[config.mk]
export PLATFORM = sky130hd
export DESIGN_NAME = ocp_debounce
export DESIGN_NICKNAME = d
export VERILOG_FILES = /design/src/rtl/ocpf_pkg.sv /design/src/rtl/ocpf_cfg_reg.sv /design/src/rtl/ocpf_chan.sv /design/src/rtl/ocpf_msg_latch.sv /design/src/rtl/ocp_debounce.sv
export SDC_FILE = /design/constraint.sdc
export NUM_CORES = 1
export LEC_CHECK = 0
export ABC_AREA = 1
export BUFFER_PORTS_ARGS = -buffer_cell sky130_fd_sc_hd__buf_4
export CAP_MARGIN = 20
export CORE_MARGIN = 4
export CORE_UTILIZATION = 65
export DETAILED_ROUTE_END_ITERATION = 8
export HOLD_SLACK_MARGIN = 0.05
export PLACE_DENSITY = 0.92
export SYNTH_ARGS = -nofsm -noshare
export SYNTH_HDL_FRONTEND = slang
export SYNTH_HIERARCHICAL = 1
export SYNTH_SLANG_ARGS = --single-unit
[constraint.sdc]
create_clock -name clk -period 6.5 [get_ports clk]
set_input_delay 1.3 -clock clk [delete_from_list [all_inputs] [get_ports clk]]
set_output_delay 1.3 -clock clk [all_outputs]
set_load 0.02 [all_outputs]
[src/rtl/ocpf_pkg.sv]
// Shared definitions for the overcurrent debounce filter.
// Assumes an 8-bit configuration byte with fixed bit meanings.
package ocpf_pkg;
    localparam int CLR_BIT = 7;
    localparam int HI_BIT  = 4;
    localparam int BYP_BIT = 3;
    localparam int LO_BIT  = 0;

    typedef struct packed {
        logic long_hi;
        logic bypass;
        logic long_lo;
    } ocpf_cfg_t;
endpackage

[src/rtl/ocpf_cfg_reg.sv]
// Configuration byte: stores the two window selects and the bypass,
// turns bit 7 of a write into a one-cycle clear pulse, and builds
// the readback with unused bits tied low.
// Assumes a single-cycle write strobe.
module ocpf_cfg_reg
    import ocpf_pkg::*;
(
    input  logic       clk,
    input  logic       rst_n,
    input  logic       we,
    input  logic [7:0] wdata,
    output ocpf_cfg_t  cfg,
    output logic       clr_pulse,
    output logic [7:0] rdata
);

    // Capture the stored fields on a write.
    always_ff @(posedge clk) begin
        if (!rst_n) begin
            cfg <= '0;
        end else if (we) begin
            cfg.long_hi <= wdata[HI_BIT];
            cfg.bypass  <= wdata[BYP_BIT];
            cfg.long_lo <= wdata[LO_BIT];
        end
    end

    // Clear bit acts on the write cycle only and is never held.
    assign clr_pulse = we & wdata[CLR_BIT];

    // Readback: stored fields at their write positions, rest zero.
    always_comb begin
        rdata          = '0;
        rdata[HI_BIT]  = cfg.long_hi;
        rdata[BYP_BIT] = cfg.bypass;
        rdata[LO_BIT]  = cfg.long_lo;
    end


    cfg_readback_chk: assert property (@(posedge clk) disable iff (!rst_n)
        we |=> (rdata[HI_BIT] == $past(wdata[HI_BIT])) &&
               (rdata[BYP_BIT] == $past(wdata[BYP_BIT])) &&
               (rdata[LO_BIT] == $past(wdata[LO_BIT])));

endmodule

[src/rtl/ocpf_chan.sv]
// One channel's run-length filter: counts consecutive high samples of
// the raw flag, saturating at the long window, and reports the flag as
// filtered once the count reaches the selected window.
// Assumes SHORT_CNT < LONG_CNT and that CNT_W can hold LONG_CNT.
module ocpf_chan #(
    parameter int SHORT_CNT = 2690,
    parameter int LONG_CNT  = 5379,
    parameter int CNT_W     = $clog2(LONG_CNT + 1)
) (
    input  logic clk,
    input  logic rst_n,
    input  logic raw,
    input  logic long_sel,
    input  logic pass_raw,
    output logic filt
);

    localparam logic [CNT_W-1:0] SHORT_LIM = CNT_W'(SHORT_CNT);
    localparam logic [CNT_W-1:0] LONG_LIM  = CNT_W'(LONG_CNT);

    logic [CNT_W-1:0] cnt;
    logic [CNT_W-1:0] limit;

    // Run counter: restart on a low sample, saturate at the long window.
    always_ff @(posedge clk) begin
        if (!rst_n) begin
            cnt <= '0;
        end else if (!raw) begin
            cnt <= '0;
        end else if (cnt < LONG_LIM) begin
            cnt <= cnt + 1'b1;
        end
    end

    // Window choice and output mux between filtered and raw flag.
    assign limit = long_sel ? LONG_LIM : SHORT_LIM;
    assign filt  = pass_raw ? raw : (cnt >= limit);


    restart_chk: assert property (@(posedge clk) disable iff (!rst_n)
        !raw |=> (cnt == '0));


    no_overflow_chk: assert property (@(posedge clk) disable iff (!rst_n)
        cnt <= LONG_LIM);


    bypass_follow_chk: assert property (@(posedge clk) disable iff (!rst_n)
        pass_raw |-> (filt == raw));

endmodule

[src/rtl/ocpf_msg_latch.sv]
// Sticky message bits: a rising filtered flag sets its bit, a clear
// pulse empties all bits (a same-cycle rise wins), irq is their OR.
// Assumes filtered flags are synchronous to clk.
module ocpf_msg_latch #(
    parameter int NCH = 8
) (
    input  logic           clk,
    input  logic           rst_n,
    input  logic [NCH-1:0] filt,
    input  logic           clr,
    output logic [NCH-1:0] msg,
    output logic           irq
);

    logic [NCH-1:0] filt_d;
    logic [NCH-1:0] rise;

    // Edge detector history and sticky message update.
    always_ff @(posedge clk) begin
        if (!rst_n) begin
            filt_d <= '0;
            msg    <= '0;
        end else begin
            filt_d <= filt;
            msg    <= (msg & ~{NCH{clr}}) | rise;
        end
    end

    // Rising edges of the filtered flags and the request summary.
    assign rise = filt & ~filt_d;
    assign irq  = |msg;


    msg_needs_filt_chk: assert property (@(posedge clk) disable iff (!rst_n)
        1'b1 |=> ((msg & ~$past(msg) & ~$past(filt)) == '0));


    clear_empties_chk: assert property (@(posedge clk) disable iff (!rst_n)
        clr |=> ((msg & ~$past(filt)) == '0));

endmodule

[src/rtl/ocp_debounce.sv]
// Top of the overcurrent debounce filter: one run-length filter per
// channel, two channel groups with their own window select, a shared
// bypass, and the sticky message latch with interrupt request.
// Assumes raw flags are already synchronous to clk.
module ocp_debounce
    import ocpf_pkg::*;
#(
    parameter int GRP_W     = 4,
    parameter int SHORT_CNT = 2690,
    parameter int LONG_CNT  = 5379,
    localparam int NCH      = 2 * GRP_W
) (
    input  logic           clk,
    input  logic           rst_n,
    input  logic [NCH-1:0] raw_oc,
    input  logic           filt_off,
    input  logic           cfg_we,
    input  logic [7:0]     cfg_wdata,
    output logic [7:0]     cfg_rdata,
    output logic [NCH-1:0] oc_filt,
    output logic [NCH-1:0] oc_msg,
    output logic           irq
);

    ocpf_cfg_t cfg;
    logic      clr_pulse;
    logic      pass_raw;

    ocpf_cfg_reg u_cfg (
        .clk       (clk),
        .rst_n     (rst_n),
        .we        (cfg_we),
        .wdata     (cfg_wdata),
        .cfg       (cfg),
        .clr_pulse (clr_pulse),
        .rdata     (cfg_rdata)
    );

    // Either bypass source sends the raw flags straight through.
    assign pass_raw = cfg.bypass | filt_off;

    for (genvar ch = 0; ch < NCH; ch++) begin : g_chan
        localparam bit UPPER = (ch >= GRP_W);
        ocpf_chan #(
            .SHORT_CNT (SHORT_CNT),
            .LONG_CNT  (LONG_CNT)
        ) u_chan (
            .clk      (clk),
            .rst_n    (rst_n),
            .raw      (raw_oc[ch]),
            .long_sel (UPPER ? cfg.long_hi : cfg.long_lo),
            .pass_raw (pass_raw),
            .filt     (oc_filt[ch])
        );
    end

    ocpf_msg_latch #(.NCH(NCH)) u_msg (
        .clk   (clk),
        .rst_n (rst_n),
        .filt  (oc_filt),
        .clr   (clr_pulse),
        .msg   (oc_msg),
        .irq   (irq)
    );


    nofilt_follow_chk: assert property (@(posedge clk) disable iff (!rst_n)
        filt_off |-> (oc_filt == raw_oc));

endmodule

# --- Yosys cells after proc, flatten, opt, wreduce, memory -nomap -nowiden ---
# Index checks and enable logic that the tools add are counted.
word_totals:
  reg_bits: 123
  latch_bits: 0
  ramBits: 0
  mem_bits_ro: 0
  input_bits: 20
  elab_cells: 63
  mem_count: 0
op_classes:
  addsub: 8
  mul: 0
  n_div: 0
  n_lt_le_gt_ge: 16
  n_eq_ne: 0
  shift: 0
  muxes: 10
  bitwise_logic: 7
  reduce_logical: 9
ops:
  columns: ["operator", "n"]
  rows:
  - ["13-bit by 1-bit adder with 13-bit output, second input constant", 8]
  - ["13-bit greater-or-equal comparator", 8]
  - ["13-bit less-than comparator, second input constant", 8]
  - ["13-bit 2-to-1 mux", 2]
  - ["8-bit AND", 2]
  - ["8-bit NOT", 2]
  - ["2-bit AND reduction", 8]
  - ["1-bit 2-to-1 mux", 8]
  - ["8-bit OR", 1]
  - ["8-bit OR reduction", 1]
  - ["1-bit AND", 1]
  - ["1-bit OR", 1]

# --- Depth between registers and ports, before layout ---
logic_depth:
  word_depth: 5
  mapped_depth: 10
  depth_no_buf: 10

# --- Modules after synthesis ---
# The synthesis kept the hierarchy.
by_module_without_submodules:
  columns: ["module", "n_inst", "cells_per_inst", "area_per_inst_um2", "seq_area_each_um2"]
  rows:
  - ["ocpf_chan", 8, 176, 1072.3, 260.2]
  - ["ocpf_msg_latch", 1, 66, 591.8, 320.3]
  - ["ocpf_cfg_reg", 1, 29, 187.7, 60.1]
  - ["ocp_debounce", 1, 3, 11.3, 0.0]

# --- Least setup slack after synthesis ---
# OpenSTA, ideal clock, no wires.
synth_path:
  path_type: "input-to-output"
  from: "input filt_off"
  to: "output oc_filt[0]"
  arrival_time_ns: 2.251
  slack_ns: 2.949
  path_stages: 6
  n_path_buf: 0
  path_cell_list: "inv_1 > nand2_1 > nor2_1 > nand3_1 > nor2_1 > a21oi_1"
synth_via:
  elab_chain_cells: 2
synth_lines:
  columns: ["item", "line", "rtl"]
  rows:
  - ["start: declaration", "ocp_debounce.sv:16", "input logic filt_off,"]
  - ["1-bit OR", "ocp_debounce.sv:40", "assign pass_raw = cfg.bypass | filt_off;"]
  - ["named net pass_raw", "ocp_debounce.sv:27", "logic pass_raw;"]
  - ["1-bit 2-to-1 mux", "ocpf_chan.sv:37", "assign filt = pass_raw ? raw : (cnt >= limit);"]
  - ["end: declaration", "ocp_debounce.sv:20", "output logic [NCH-1:0] oc_filt,"]
# The timed path passes the listed nets, and every way through them passes these cells.

# --- Worst setup path after layout ---
layout_path:
  from: "register, netlist name u_cfg/cfg[2]"
  to: "output oc_filt[7]"
layout_via:
  elab_chain_cells: 3
layout_lines:
  columns: ["item", "line", "rtl"]
  rows:
  - ["13-bit 2-to-1 mux", "ocpf_chan.sv:36", "assign limit = long_sel ? LONG_LIM : SHORT_LIM;"]
  - ["13-bit greater-or-equal comparator", "ocpf_chan.sv:37", null]
  - ["1-bit 2-to-1 mux", "ocpf_chan.sv:37", null]
# No other way between the ends.

==> flow_metrics.tcl <==
set metrics [dict create \
    clkLatencyLatePin_ns 0.42 \
    crit_path_max_incr_delay_ns 0.99 \
    cp_slowest_cell "dfxtp_1" \
    whs_endpoint "u_msg/msg[0]" \
    dieWidth_um 128 \
    r2r-end "u_msg/msg[6]" \
    final_util 0.722 \
    ys_top_cells_by_count "nand2_1, nor2_1, inv_1, nand3_1, dfxtp_1" \
    ys.flop_type "dfxtp_1" \
    finalMaxSlewViolations 0 \
    io_buffers 35 \
    cts_sinks 123 \
    critical_path_arrival_ns 2.88 \
    synth.cell_area_um2 9370 \
    cts.repair.resized 0 \
    dpl_cell_area_um2 9540 \
    regToRegSetupSlack_ns 3.90 \
    cts_inserted_buffers 17 \
    seqCellArea_um2 2460 \
    stdcell_area_um2 10100 \
    synth_edf_count 0 \
    ios 45 \
    dp_hpwl_um 14800 \
    grt_pass1_vias 8359 \
    cts-root-buf "clkbuf_16" \
    n_antenna_cell 0 \
    p_leak_uw 0.00475 \
    ys_seq_area_frac 0.263 \
    synth_area_per_cell_um2 6.22 \
    grt_pass1_wl_um 36100 \
    min_from "u_msg/filt_d[0]" \
    fmax_mhz 239 \
    cts_setup_buffers 0 \
    cp_cell_sequence "inv_1 -> ha_1 -> nand2_1 -> inv_1 -> nand3_1 -> a21oi_1 -> nor2_1 -> a21oi_1 -> buf_4" \
    multi_input_area_um2 5770 \
    die_area_um2 16400 \
    cts_hold_buf 0 \
    hold_viol 0 \
    nFillCells 1129 \
    post_drt_wl_per_cell_um 12.3 \
    yosysMostFrequentCell "nand2_1" \
    finalPower_uw 1850 \
    initialDrtViolationCount 718 \
    cpLargestDelayFamily "flip-flops" \
    startpoint_type "flip-flop" \
    yosysTopAreaCellShare 0.263 \
    drv_cap 0 \
    worst_pin_slew_ns 1.02 \
    syn_inst 1506 \
    num-nets-final 1607 \
    routed-via-count 9319 \
    viasPerCell 5.43 \
    grt_max_degree 28 \
    irDropWorstVdd_v 0.000185 \
    tns_ns 0 \
    drt_pass1_iterations 5 \
    post-route-min-period_ns 4.18 \
    rr_startpoint "u_cfg/cfg[2]" \
    antenna_found_initial 0 \
    hold_path_class "reg2reg" \
    antenna_left 0 \
    ys_warn_count 6 \
    relSlewSlack 0.321 \
    instances_no_fill 1716 \
    critPathCaptureType "output port" \
    synth_top_cells_by_area "dfxtp_1, nand2_1, nor2_1" \
    cts_buffer_depth 2 \
    grt_overflow 0 \
    cts-htree-levels 4 \
    start_util 0.670 \
    clk_pin_slew_ns 0.05 \
    finClkSkew_ns 0.00442 \
    synth_cell_types 26 \
    design.core.area_um2 14000 \
    gp_congestion 0.886 \
    drive_gt1_frac 0.0964 \
    grt_usage 0.261 \
    worstPathRequired_ns 5.20 \
    critPathBufInv 3 \
    setup-violations-final 0 \
    syn_to_final_growth_pct 7.85 \
    powerDensity_nw_per_um2 183 \
    yosysTopAreaCell "dfxtp_1" \
    async_flop_share 0 \
    synth-seq-cells 123 \
    num_rows 43 \
    post-route-drc-count 0 \
    cts_tree "done" \
    rsz0062_at_grt "no" \
    r2r_cells 10 \
    wl_um 21100 \
    min_period_over_period 0.642 \
    dp_cells 1684 \
    path_class "reg2out" \
    crit_fanout 22 \
    min_path_cells 1 \
    status "finished, final reports clean" \
    dieHeight_um 128 \
]
==> registers in the layout (all words and copies together) (netlist names) <==
register / count
g_chan.u_chan/cnt: 104
u_cfg/cfg: 3
u_msg/msg: 8
u_msg/filt_d: 8
==> cells by family (layout without fill, tap and decap cells) <==
family                     count (synthesis)  after routing  share of synthesized area
and+or+nand+nor                          893            893                      0.411
AOI/OAI and AO/OA                        144            144                     0.0951
other                                      1              5                   0.000400
DFF                                      123            123                      0.263
xor gates and xnor gates                  24             24                     0.0224
buffers and inverters                    257            283                      0.123
adders and majority gates                 64             64                     0.0855
==> cells in the final DEF, fill, tap and decap left out, drive strengths merged <==
cell type	instances
nand2	397
nor2	272
inv	215
nand3	192
dfxtp	123
a21oi	88
ha	64
buf	36
o21ai	32
nand4	24
xor2	24
clkbuf	24
o21bai	16
a31oi	8
nor3	8
clkinv	7
conb	5
bufinv	1
==> final cells by class <==
type | count | area share
Clock buffer | 24 | 0.0497
Clock inverter | 8 | 0.00644
Inverter | 215 | 0.0799
Multi-Input combinational cell | 1130 | 0.571
Sequential cell | 123 | 0.244
Tap cell | 180 | 0.0223
Timing Repair Buffer | 36 | 0.0267
==> metal layers <==
| metal | global-route usage | vias to the layer above | routed length, µm |
|---|---|---|---|
| li1 | - | 4810 | - |
| met1 | 0.322 | 4125 | 9200 |
| met2 | 0.441 | 319 | 10100 |
| met3 | 0.0521 | 65 | 1250 |
| met4 | 0.117 | 0 | 641 |
| met5 | 0 | - | 0 |
==> worst reg2reg max path, cell delays in order (launching register included) <==
cell and delay, ns:
dfxtp_1 0.99, inv_1 0.24, ha_1 0.37, nand2_1 0.05, inv_1 0.06, nand3_1 0.10, a21oi_1 0.17, nor2_1 0.06
a21oi_1 0.22, nand2_2 0.14, o21ai_2 0.14
==> where the power goes <==
group / switching (µW) / internal [µW]
combinational: 98.4 / 60.0
clock: 330 / 570
sequential: 17.3 / 770
==> worst max path at each step <==
stage            startpoint         end  cells past startpoint
5_1_grt        u_cfg/cfg[2]  oc_filt[6]                      9
6_report       u_cfg/cfg[2]  oc_filt[7]                      9
3_3_place_gp       filt_off  oc_filt[5]                      8
2_1_floorplan      filt_off  oc_filt[0]                      6
3_5_place_dp       filt_off  oc_filt[5]                      8
4_1_cts        u_cfg/cfg[2]  oc_filt[6]                      9
==> per-stage QoR <==
step | setup slack (ns) | hold WS [ns]
2_1_floorplan | 2.95 | 0.404
5_1_grt | 2.08 | 0.431
3_5_place_dp | 2.49 | 0.410
6_report | 2.32 | 0.414
3_3_place_gp | 2.48 | 0.406
4_1_cts | 2.31 | 0.417
Note: power is estimated with default switching activity, not from simulation.
